**config.mk**
```make
export PLATFORM = sky130hd
export DESIGN_NAME = fir_csd_transposed
export DESIGN_NICKNAME = d
export VERILOG_FILES = /design/src/rtl/fir_csd_pkg.sv /design/src/rtl/fir_term_pool.sv /design/src/rtl/fir_const_mult.sv /design/src/rtl/fir_sum_chain.sv /design/src/rtl/fir_csd_transposed.sv
export SDC_FILE = /design/constraint.sdc
export NUM_CORES = 1
export LEC_CHECK = 0
export BUFFER_PORTS_ARGS = -buffer_cell sky130_fd_sc_hd__buf_2
export CORE_MARGIN = 2
export CORE_UTILIZATION = 45
export CTS_CLUSTER_DIAMETER = 60
export DETAILED_ROUTE_END_ITERATION = 10
export GPL_ROUTABILITY_DRIVEN = 0
export PLACE_DENSITY_LB_ADDON = 0.3
export SLEW_MARGIN = 30
export SYNTH_ARGS = -nofsm -noshare
export SYNTH_HDL_FRONTEND = slang
export SYNTH_HIERARCHICAL = 1
export SYNTH_SLANG_ARGS = --single-unit
```
**constraint.sdc**
```tcl
create_clock -name clk -period 8.66 [get_ports clk]
set_input_delay 1.299 -clock clk [delete_from_list [all_inputs] [get_ports clk]]
set_output_delay 1.299 -clock clk [all_outputs]
set_load 0.02 [all_outputs]
```
**src/rtl/fir_csd_pkg.sv**
```systemverilog
package fir_csd_pkg;

  // Signed digit (-1, 0, +1) at position pos of the canonical signed digit
  // form of value. An odd remainder takes the digit that leaves a multiple
  // of four, so no two nonzero digits are adjacent.
  function automatic int csd_digit(longint value, int pos);
    longint c;
    int d;
    c = value;
    d = 0;
    for (int i = 0; i <= pos; i++) begin
      if (c[0]) begin
        d = c[1] ? -1 : 1;
        c = c - longint'(d);
      end else begin
        d = 0;
      end
      c = c >>> 1;
    end
    return d;
  endfunction

  // Ceiling of log2, with a floor of one bit.
  function automatic int clog2_min1(int n);
    int r;
    r = 0;
    while ((1 << r) < n) r++;
    return (r < 1) ? 1 : r;
  endfunction

endpackage

```
**src/rtl/fir_term_pool.sv**
```systemverilog
module fir_term_pool #(
  parameter int XW = 8,
  parameter int PW = 23,
  parameter int NDIG = 13,
  parameter logic [NDIG-1:0] USE_POS = '1,
  parameter logic [NDIG-1:0] USE_NEG = '1
) (
  input  logic signed [XW-1:0] x,
  output logic signed [PW-1:0] pos_terms [NDIG],
  output logic signed [PW-1:0] neg_terms [NDIG]
);

  logic signed [PW-1:0] x_ext;
  assign x_ext = {{(PW-XW){x[XW-1]}}, x};

  // Each shifted multiple, and its negation, is built once for all taps.
  for (genvar k = 0; k < NDIG; k++) begin : g_term
    if (USE_POS[k]) begin : g_pos
      assign pos_terms[k] = x_ext <<< k;
    end else begin : g_pos_off
      assign pos_terms[k] = '0;
    end
    if (USE_NEG[k]) begin : g_neg
      assign neg_terms[k] = -(x_ext <<< k);
    end else begin : g_neg_off
      assign neg_terms[k] = '0;
    end
  end

endmodule

```
**src/rtl/fir_const_mult.sv**
```systemverilog
module fir_const_mult
  import fir_csd_pkg::*;
#(
  parameter int PW = 23,
  parameter int NDIG = 13,
  parameter longint TAP_COEF = 0
) (
  input  logic signed [PW-1:0] pos_terms [NDIG],
  input  logic signed [PW-1:0] neg_terms [NDIG],
  output logic signed [PW-1:0] prod
);

  // Add the pool term that each nonzero signed digit selects.
  always_comb begin
    prod = '0;
    for (int k = 0; k < NDIG; k++) begin
      if (csd_digit(TAP_COEF, k) == 1)
        prod = prod + pos_terms[k];
      else if (csd_digit(TAP_COEF, k) == -1)
        prod = prod + neg_terms[k];
    end
  end

endmodule

```
**src/rtl/fir_sum_chain.sv**
```systemverilog
module fir_sum_chain #(
  parameter int NTAPS = 5,
  parameter int PW = 23
) (
  input  logic                 clk,
  input  logic                 rst,
  input  logic                 en,
  input  logic signed [PW-1:0] prods [NTAPS],
  output logic signed [PW-1:0] head
);

  logic signed [PW-1:0] stage_q [NTAPS];

  for (genvar i = 0; i < NTAPS; i++) begin : g_stage
    if (i == NTAPS - 1) begin : g_tail
      always_ff @(posedge clk) begin
        if (rst)      stage_q[i] <= '0;
        else if (en)  stage_q[i] <= prods[i];
      end
    end else begin : g_mid
      always_ff @(posedge clk) begin
        if (rst)      stage_q[i] <= '0;
        else if (en)  stage_q[i] <= prods[i] + stage_q[i+1];
      end
    end
  end

  assign head = stage_q[0];

endmodule

```
**src/rtl/fir_csd_transposed.sv**
```systemverilog
module fir_csd_transposed
  import fir_csd_pkg::*;
#(
  parameter int NTAPS = 5,
  parameter int XW = 8,
  parameter int CW = 12,
  parameter logic [NTAPS*CW-1:0] COEF_VEC = 60'h04D_800_205_ED4_78F
) (
  input  logic                                        clk,
  input  logic                                        rst,
  input  logic                                        in_valid,
  input  logic signed [XW-1:0]                        in_sample,
  output logic signed [XW+CW+clog2_min1(NTAPS)-1:0]   out_data
);

  localparam int AW   = XW + CW + clog2_min1(NTAPS);
  localparam int NDIG = CW + 1;

  function automatic longint tap_coef(int i);
    logic signed [CW-1:0] c;
    c = COEF_VEC[i*CW +: CW];
    return longint'(c);
  endfunction

  function automatic logic [NDIG-1:0] digit_mask(int sgn);
    logic [NDIG-1:0] m;
    m = '0;
    for (int i = 0; i < NTAPS; i++)
      for (int k = 0; k < NDIG; k++)
        if (csd_digit(tap_coef(i), k) == sgn) m[k] = 1'b1;
    return m;
  endfunction

  localparam logic [NDIG-1:0] USE_POS = digit_mask(1);
  localparam logic [NDIG-1:0] USE_NEG = digit_mask(-1);

  // Named internal events for the checker.
  logic signed [AW-1:0] pos_terms [NDIG];
  logic signed [AW-1:0] neg_terms [NDIG];
  logic signed [AW-1:0] tap_prod  [NTAPS];
  logic signed [AW-1:0] chain_head;

  fir_term_pool #(
    .XW(XW), .PW(AW), .NDIG(NDIG), .USE_POS(USE_POS), .USE_NEG(USE_NEG)
  ) u_pool (
    .x(in_sample), .pos_terms(pos_terms), .neg_terms(neg_terms)
  );

  for (genvar i = 0; i < NTAPS; i++) begin : g_tap
    fir_const_mult #(
      .PW(AW), .NDIG(NDIG), .TAP_COEF(tap_coef(i))
    ) u_mult (
      .pos_terms(pos_terms), .neg_terms(neg_terms), .prod(tap_prod[i])
    );
  end

  fir_sum_chain #(.NTAPS(NTAPS), .PW(AW)) u_chain (
    .clk(clk), .rst(rst), .en(in_valid), .prods(tap_prod), .head(chain_head)
  );

  assign out_data = chain_head;

endmodule

```
# Word level (Yosys, flattened, before mapping)
# Memory sizes are Yosys's and may differ from the RTL's.
# Index checks and enable logic that the tools add are counted.
dict set report totals {
  in_bits 11
  register_bits 0
  mem_bits_rw 115
  mem_count 1
  wordCells 37
}
# name depth width rd rd_ports_with_merged_regs write_ports line
set memory_table {}
lappend memory_table {u_chain.stage_q 5 23 5 0 5 fir_sum_chain.sv:12} ;# logic signed [PW-1:0] stage_q [NTAPS];
dict set report classes {
  bitwise_logic 5
  addsub 21
  n_mux 10
}
# operator n
set ops {}
lappend ops {{adder 23 bit} 5}
lappend ops {{two-way mux 23 bit} 5}
lappend ops {{adder 23 x 12 -> 23 bit} 2}
lappend ops {{adder 13 x 23 -> 23 bit} 1}
lappend ops {{adder 18 x 23 -> 23 bit} 1}
lappend ops {{adder 23 x 14 -> 23 bit} 1}
lappend ops {{adder 23 x 19 -> 23 bit} 1}
lappend ops {{adder 8 x 23 -> 23 bit} 1}
lappend ops {{negator 10 -> 23 bit} 1}
lappend ops {{negator 14 -> 23 bit} 1}
lappend ops {{negator 15 -> 23 bit} 1}
lappend ops {{negator 16 -> 23 bit} 1}
lappend ops {{negator 19 -> 23 bit} 1}
lappend ops {{negator 8 -> 23 bit} 1}
lappend ops {{adder 11 x 17 -> 18 bit} 1}
lappend ops {{adder 10 x 12 -> 13 bit} 1}
lappend ops {{adder 8 x 10 -> 11 bit} 1}
lappend ops {{two-way mux 1 bit} 5}
lappend ops {{OR 1 bit} 5}

# Longest topological paths before layout
# Gate-level depths: netlist (run 1).
dict set report depth {
  word_depth 6
  depth_mapped 28
  depth_no_buf 25
}

# Modules after synthesis
# Netlist (run 1), hierarchy kept.
# module n_inst area_per_inst_um2 cells_each seq_area_each_um2
set by_module_without_submodules {}
lappend by_module_without_submodules {fir_sum_chain 1 8523.2 879 3453.3}
lappend by_module_without_submodules {fir_term_pool 1 4561.9 613 0.0}
lappend by_module_without_submodules {{fir_const_mult at g_tap[0].u_mult} 1 2597.5 328 0.0}
lappend by_module_without_submodules {{fir_const_mult at g_tap[1].u_mult} 1 2555.0 330 0.0}
lappend by_module_without_submodules {{fir_const_mult at g_tap[4].u_mult} 1 2512.4 326 0.0}
lappend by_module_without_submodules {{fir_const_mult at g_tap[2].u_mult} 1 1620.3 189 0.0}
lappend by_module_without_submodules {{fir_const_mult at g_tap[3].u_mult} 1 172.7 23 0.0}

# Worst setup path after synthesis (run 1)
# OpenSTA, ideal clock, no wires.
dict set report synth_path {
  kind {in2reg}
  from {input port in_sample[0]}
  to {memory u_chain.stage_q[1][22] (data pin)}
  arrival_ps 6491
  cell_stages 26
  path_slack_ps 1903
  setup_ps 266
  t_required_ps 8394
  cell_sequence {inv_1 ha_1 or4b_4 o21a_1 nor2_1 buf_4 inv_1 fa_1 fa_1 inv_1 ha_1 buf_2 a21o_1 a21o_1 a21o_1 nor3_1 a21oi_1 xor2_1 ha_1 clkbuf_2 nand2_1 or4_1 o32ai_1 a311oi_1 xnor2_1 nor2_1}
}
# element line
set synth_lines {}
lappend synth_lines {{start: declaration} fir_csd_transposed.sv:12} ;# input logic signed [XW-1:0] in_sample,
lappend synth_lines {{end: declaration} fir_sum_chain.sv:12}

==> flow_results.xml, run 1 <==
<?xml version="1.0" encoding="UTF-8"?>
<metrics>
  <group name="timing">
    <metric name="maxSlewViolCount" unit="">0</metric>
    <metric name="final.setup.tns" unit="ps">0</metric>
    <metric name="timing.final.crit_share" unit="%">79.8</metric>
    <metric name="finalClockSkew" unit="ps">10.4</metric>
    <metric name="timing.final.hold_violations" unit="">0</metric>
    <metric name="final.hold.worst_slack" unit="ps">646</metric>
    <metric name="max-slew-margin-rel" unit="%">37.0</metric>
    <metric name="rsz0062_at_grt" unit="">false</metric>
    <metric name="max_freq" unit="MHz">145</metric>
    <metric name="post-route-min-period" unit="ps">6910</metric>
    <metric name="final-setup-viol-count" unit="">0</metric>
    <metric name="worstMarginPinSlew" unit="ps">945</metric>
  </group>
  <group name="setup_path">
    <metric name="reg2reg_depth" unit="">10</metric>
    <metric name="cpLargestDelayFamily" unit="">adder cells</metric>
    <metric name="crit-reg2reg-launch" unit="">u_chain/stage_q[3][0]</metric>
    <metric name="timing.critical_path.buf_inv" unit="">4</metric>
    <metric name="critical_path.reg2reg.endpoint" unit="">u_chain/stage_q[2][20]</metric>
    <metric name="cp_slowest_cell" unit="">or4_1</metric>
    <metric name="crit_arrival" unit="ps">7080</metric>
    <metric name="crit_fanout" unit="">9</metric>
    <metric name="cp-start-kind" unit="">input pin</metric>
    <metric name="worst_path_largest_cell_delay" unit="ps">570</metric>
    <metric name="kind_of_end_point_of_the_critical_path" unit="">register</metric>
    <metric name="worstPathCellList" unit="">buf_2 -&gt; inv_1 -&gt; ha_1 -&gt; or4b_4 -&gt; o21a_1 -&gt; nor2_1 -&gt; inv_1 -&gt; fa_1 -&gt; fa_1 -&gt; inv_1 -&gt; ha_1 -&gt; a21o_1 -&gt; a21o_1 -&gt; a21o_1 -&gt; nor3_1 -&gt; a21oi_1 -&gt; xor2_1 -&gt; ha_1 -&gt; nand2_1 -&gt; or4_1 -&gt; o32ai_1 -&gt; a311oi_1 -&gt; xnor2_1 -&gt; nor2_1</metric>
    <metric name="required" unit="ps">8830</metric>
    <metric name="timing.reg2reg.setup_slack" unit="ps">5860</metric>
    <metric name="criticalPathCategory" unit="">in -&gt; reg</metric>
  </group>
  <group name="clock_tree">
    <metric name="cts.htree.levels" unit="">4</metric>
    <metric name="cts.repair.resized" unit="">0</metric>
    <metric name="clock_tree.buffer_depth" unit="">2</metric>
    <metric name="cts_num_sinks" unit="">115</metric>
    <metric name="clk_transition_reported_paths" unit="ps">60</metric>
    <metric name="cts_tree" unit="">done</metric>
    <metric name="number_of_hold_buffers_added_after_cts" unit="">0</metric>
    <metric name="tritoncts.num_buffers" unit="">17</metric>
    <metric name="post-cts-setup-buffers" unit="">0</metric>
    <metric name="clock_insertion_delay_worst_skew" unit="ps">430</metric>
    <metric name="clk_root_buffer_cell" unit="">clkbuf_16</metric>
  </group>
  <group name="outcome">
    <metric name="run_status" unit="">completed</metric>
  </group>
  <group name="pwr">
    <metric name="peakVddDrop" unit="mV">0.165</metric>
    <metric name="power-per-cell-area" unit="nW/um^2">317</metric>
    <metric name="p_total" unit="mW">6.23</metric>
    <metric name="cellLeakagePower" unit="nW">9.34</metric>
  </group>
  <group name="global_routing">
    <metric name="grt_start_max_net_pins" unit="">84</metric>
    <metric name="overflow" unit="">0</metric>
    <metric name="grt_use_total" unit="%">19.7</metric>
    <metric name="vias_in_the_first_global_route" unit="">14173</metric>
    <metric name="grt_pass1_wl" unit="um">73300</metric>
    <metric name="grt_antenna_before_repair" unit="">0</metric>
  </group>
  <group name="layout">
    <metric name="largest_reg_flops" unit="">115</metric>
    <metric name="fillCellCount" unit="">4292</metric>
    <metric name="top_register" unit="">u_chain/stage_q</metric>
    <metric name="antennaDiodeCount" unit="">0</metric>
    <metric name="area_growth_syn_to_layout" unit="%">-2.28</metric>
    <metric name="largest_registers" unit="">u_chain/stage_q: 115 flops</metric>
    <metric name="most_common_cell_after_layout_fill_and_taps_aside" unit="">inv_1</metric>
    <metric name="most-common-layout-cells" unit="">417 x inv_1, 178 x ha_1, 159 x fa_1</metric>
    <metric name="post_route_cells_drive_above_1_share" unit="%">6.41</metric>
    <metric name="fin_util" unit="%">44.5</metric>
    <metric name="seq_area" unit="sq um">3450</metric>
    <metric name="net_count_of_the_finished_layout" unit="">2519</metric>
    <metric name="multiInputGateArea" unit="sq um">13100</metric>
  </group>
  <group name="synthesis">
    <metric name="synthesis.yosys.warnings" unit="">6</metric>
    <metric name="syn-mean-instance-area" unit="sq um">8.51</metric>
    <metric name="cell_area_after_technology_mapping" unit="sq um">20100</metric>
    <metric name="synth_cells" unit="">2366</metric>
  </group>
  <group name="floorplanning">
    <metric name="die_w" unit="um">215</metric>
    <metric name="ioPinCount" unit="">34</metric>
    <metric name="floorplan.core_area" unit="sq um">44200</metric>
    <metric name="initial_core_util" unit="%">45.5</metric>
    <metric name="fp.dieArea" unit="sq um">46400</metric>
    <metric name="die_y" unit="um">215</metric>
    <metric name="rows" unit="">77</metric>
  </group>
  <group name="route">
    <metric name="via_count" unit="">14558</metric>
    <metric name="wl_per_cell" unit="um">16.2</metric>
    <metric name="detailed_route_wl" unit="um">45000</metric>
    <metric name="drt_pre_antenna_iters" unit="">6</metric>
    <metric name="antenna_left" unit="">0</metric>
    <metric name="drt_iter0_markers" unit="">1016</metric>
    <metric name="number_of_vias_per_cell" unit="">5.24</metric>
    <metric name="drc_errors" unit="">0</metric>
  </group>
  <group name="placed_design">
    <metric name="detailed_place_hpwl" unit="um">36000</metric>
    <metric name="io_buffer_count" unit="">33</metric>
  </group>
  <group name="min_path">
    <metric name="min_path_cells" unit="">2</metric>
    <metric name="holdCritPathClass" unit="">reg -&gt; reg</metric>
    <metric name="whs_endpoint" unit="">u_chain/stage_q[0][0]</metric>
    <metric name="min_from" unit="">u_chain/stage_q[1][0]</metric>
  </group>
  <group name="run">
    <metric name="maximum_capacitance_violations" unit="">0</metric>
  </group>
</metrics>
[cell type report]
cell class / count / share of cell area, %
Multi-Input combinational cell: 1573 / 66.4
Sequential cell: 115 / 17.6
Inverter: 417 / 7.96
Tap cell: 592 / 3.77
Clock buffer: 19 / 2.20
Timing Repair Buffer: 47 / 1.45
Clock inverter: 13 / 0.693
[worst reg2reg max path: cells and delay by family, from the launching register on]
kind                     cells  cell delay (ps)
AO/OA/AOI/OAI                4             1060
adder cells (fa/ha/maj)      2              580
flip-flops                   1              370
AND/OR/NAND/NOR              2              300
XOR/XNOR                     1              170
buffers and inverters        1               60
[per-layer routing]
metal	vias up	routed length, um	global-route usage, %
met3	65	1920	2.11
met1	6979	20800	27.0
li1	7147	-	-
met2	367	21200	33.1
met4	0	1090	5.56
met5	-	0	0
[where the power goes]
part / internal (mW) / total (mW) / switching, mW
logic: 1.88 / 4.63 / 2.76
clock network: 0.422 / 0.699 / 0.277
registers: 0.836 / 0.899 / 0.0625
total: 3.13 / 6.23 / 3.10
[metrics by stage]
step / std cells / worst slack, ps / instance area (sq um)
floorplan: 2431 / 1900 / 20400
global placement: 2743 / 1420 / 19100
CTS: 2775 / 1770 / 19600
global route: 2776 / 1340 / 19700
detailed placement: 2743 / 1330 / 19100
finish: 2776 / 1750 / 19700
[worst max-delay path by stage]
stage / end / slack [ps] / depth (start not counted) / startpoint
floorplan: u_chain/stage_q[1][22] / 1900 / 26 / in_sample[0]
global placement: u_chain/stage_q[1][22] / 1420 / 24 / in_sample[0]
finish: u_chain/stage_q[1][22] / 1750 / 24 / in_sample[0]
detailed placement: u_chain/stage_q[1][22] / 1330 / 24 / in_sample[0]
CTS: u_chain/stage_q[1][22] / 1770 / 24 / in_sample[0]
global route: u_chain/stage_q[1][22] / 1340 / 24 / in_sample[1]
Power figures use the tool's default switching activity.
==> inputs of run 2 (changes only) <==
Settings changed: ABC_AREA set to 1.
Clock period 8.66 ns to 6 ns, I/O delays scaled along.
==> flow_results.xml, run 2 <==
<?xml version="1.0" encoding="UTF-8"?>
<metrics>
  <group name="pwr">
    <metric name="p_total" unit="mW">9.33</metric>
    <metric name="sw_share" unit="%">56.3</metric>
    <metric name="comb_power_share" unit="%">76.4</metric>
    <metric name="power-per-cell-area" unit="nW/um^2">394</metric>
    <metric name="power.net_switching" unit="mW">5.25</metric>
    <metric name="cellLeakagePower" unit="nW">14.2</metric>
    <metric name="clockPowerShare" unit="%">10.2</metric>
    <metric name="power.sequential.fraction" unit="%">13.4</metric>
    <metric name="p_int" unit="mW">4.08</metric>
    <metric name="peakVddDrop" unit="mV">0.267</metric>
  </group>
  <group name="synthesis">
    <metric name="synth_cells" unit="">3769</metric>
    <metric name="syn-mean-instance-area" unit="sq um">6.32</metric>
    <metric name="cell_area_after_technology_mapping" unit="sq um">23800</metric>
    <metric name="synthesis.yosys.warnings" unit="">6</metric>
  </group>
  <group name="layout">
    <metric name="top_register" unit="">u_chain/stage_q</metric>
    <metric name="net_count_of_the_finished_layout" unit="">3969</metric>
    <metric name="largest_registers" unit="">u_chain/stage_q: 115 flops</metric>
    <metric name="area_growth_syn_to_layout" unit="%">-0.405</metric>
    <metric name="largest_reg_flops" unit="">115</metric>
    <metric name="post_route_cells_drive_above_1_share" unit="%">6.71</metric>
    <metric name="most-common-layout-cells" unit="">1101 x nand2_1, 987 x inv_1, 306 x nor2_1</metric>
    <metric name="antennaDiodeCount" unit="">0</metric>
    <metric name="most_common_cell_after_layout_fill_and_taps_aside" unit="">nand2_1</metric>
  </group>
  <group name="clock_tree">
    <metric name="post-cts-setup-buffers" unit="">0</metric>
    <metric name="tritoncts.num_buffers" unit="">17</metric>
    <metric name="number_of_hold_buffers_added_after_cts" unit="">0</metric>
    <metric name="clk_root_buffer_cell" unit="">clkbuf_16</metric>
    <metric name="cts_tree" unit="">done</metric>
    <metric name="clk_transition_reported_paths" unit="ps">60</metric>
    <metric name="clock_insertion_delay_worst_skew" unit="ps">450</metric>
    <metric name="cts.htree.levels" unit="">4</metric>
    <metric name="cts.repair.resized" unit="">0</metric>
    <metric name="clock_tree.buffer_depth" unit="">2</metric>
    <metric name="cts_num_sinks" unit="">115</metric>
  </group>
  <group name="placed_design">
    <metric name="detailed_place_hpwl" unit="um">48500</metric>
    <metric name="io_buffer_count" unit="">33</metric>
    <metric name="dpl_worst_slack" unit="ps">282</metric>
  </group>
  <group name="floorplanning">
    <metric name="die_w" unit="um">234</metric>
    <metric name="die_y" unit="um">234</metric>
    <metric name="ioPinCount" unit="">34</metric>
    <metric name="initial_core_util" unit="%">45.4</metric>
    <metric name="fp.dieArea" unit="sq um">54800</metric>
    <metric name="floorplan.core_area" unit="sq um">52400</metric>
    <metric name="rows" unit="">84</metric>
  </group>
  <group name="setup_path">
    <metric name="crit_fanout" unit="">5</metric>
    <metric name="required" unit="ps">6210</metric>
    <metric name="path_common_cell" unit="">nand2_1</metric>
    <metric name="reg2reg_depth" unit="">12</metric>
    <metric name="criticalPathCategory" unit="">in -&gt; reg</metric>
    <metric name="kind_of_end_point_of_the_critical_path" unit="">register</metric>
    <metric name="cp-start-kind" unit="">input pin</metric>
    <metric name="crit_arrival" unit="ps">5480</metric>
    <metric name="timing.reg2reg.setup_slack" unit="ps">3740</metric>
    <metric name="worst_path_largest_cell_delay" unit="ps">520</metric>
    <metric name="cp_slowest_cell" unit="">fa_1</metric>
  </group>
  <group name="global_routing">
    <metric name="grt_pass1_wl" unit="um">93200</metric>
    <metric name="use_met3" unit="%">2.91</metric>
    <metric name="grt_antenna_before_repair" unit="">0</metric>
    <metric name="met2_usage" unit="%">36.6</metric>
    <metric name="overflow" unit="">0</metric>
    <metric name="grt.busiest_layer" unit="">met2</metric>
    <metric name="grt_use_total" unit="%">21.8</metric>
    <metric name="grt_start_max_net_pins" unit="">67</metric>
    <metric name="vias_in_the_first_global_route" unit="">18427</metric>
    <metric name="met1_usage" unit="%">28.4</metric>
  </group>
  <group name="timing">
    <metric name="max-slew-margin-rel" unit="%">58.3</metric>
    <metric name="timing.final.crit_share" unit="%">87.8</metric>
    <metric name="final.setup.worst_slack" unit="ps">733</metric>
    <metric name="final.setup.tns" unit="ps">0</metric>
    <metric name="post-route-min-period" unit="ps">5270</metric>
    <metric name="final-setup-viol-count" unit="">0</metric>
    <metric name="timing.final.hold_violations" unit="">0</metric>
    <metric name="finalClockSkew" unit="ps">10.4</metric>
    <metric name="rsz0062_at_grt" unit="">false</metric>
    <metric name="worstMarginPinSlew" unit="ps">626</metric>
    <metric name="maxSlewViolCount" unit="">0</metric>
    <metric name="max_freq" unit="MHz">190</metric>
  </group>
  <group name="route">
    <metric name="antenna_left" unit="">0</metric>
    <metric name="number_of_vias_per_cell" unit="">4.57</metric>
    <metric name="drt_pre_antenna_iters" unit="">7</metric>
    <metric name="detailed_route_wl" unit="um">57100</metric>
    <metric name="drc_errors" unit="">0</metric>
    <metric name="via_count" unit="">19761</metric>
    <metric name="wl_per_cell" unit="um">13.2</metric>
    <metric name="drt_iter0_markers" unit="">1354</metric>
  </group>
  <group name="outcome">
    <metric name="run_status" unit="">completed</metric>
  </group>
  <group name="min_path">
    <metric name="holdCritPathClass" unit="">reg -&gt; reg</metric>
    <metric name="min_path_cells" unit="">3</metric>
  </group>
  <group name="run">
    <metric name="maximum_capacitance_violations" unit="">0</metric>
  </group>
</metrics>
[run 2: changes by cell type in the layout (fill, tap and decap cells not counted), moves of 22 or more]
cell,before,now
nand2_1,118,1101
inv_1,417,987
nor2_1,143,306
nand3_1,38,170
xnor2_1,99,19
a21o_1,64,0
nand2_2,0,54
o21ai_0,85,33
and2_1,39,5
nor2_2,0,29
xor2_1,53,29
a21oi_1,157,135
[run 2: final cells by class]
cell class              instances  area [sq um]
multi-input cells            2420         14700
well taps                     688           861
fillers                      5558         28700
inverters                    1007          3780
clock buffers                  19           433
flip-flops and latches        115          3450
repair buffers                 60           403
clock inverters                13           111
[run 2: worst paths after layout]
kind                                             from                      to
worst max-delay path                     in_sample[0]  u_chain/stage_q[0][17]
worst min-delay path            u_chain/stage_q[1][0]   u_chain/stage_q[0][0]
worst max register to register  u_chain/stage_q[3][0]  u_chain/stage_q[2][16]
worst min register to register  u_chain/stage_q[1][0]   u_chain/stage_q[0][0]
[run 2: critical path: cells and delay by family]
kind	cells	cell delay [ps]
adder cells (fa/ha/maj)	6	2260
AND/OR/NAND/NOR	15	1450
buffers and inverters	7	710
AO/OA/AOI/OAI	1	130
[run 2: layer usage]
metal	vias to the layer above	part of all wire (%)
met4	0	3.6
met5	-	0
met2	373	46
li1	10508	-
met1	8780	47
met3	100	3.8
[run 2: power by group through the flow]
stage / logic [mW] / registers (mW) / clock network (mW)
final: 7.13 / 1.25 / 0.953
after global routing: 8.13 / 1.27 / 1.01
after CTS: 7.04 / 1.26 / 0.973
after detailed placement: 6.99 / 1.27 / 0
after global placement: 6.95 / 1.27 / 0
after floorplan: 5.42 / 1.30 / 0
[run 2: metrics by stage]
stage	utilization, %	instance area, sq um	cells	hold WS [ps]
2_1_floorplan	-	24100	3834	630
3_3_place_gp	44.1	23100	4289	663
3_5_place_dp	44.1	23100	4289	669
4_1_cts	45.2	23700	4321	684
5_1_grt	45.2	23700	4322	746
6_report	45.2	23700	4322	677
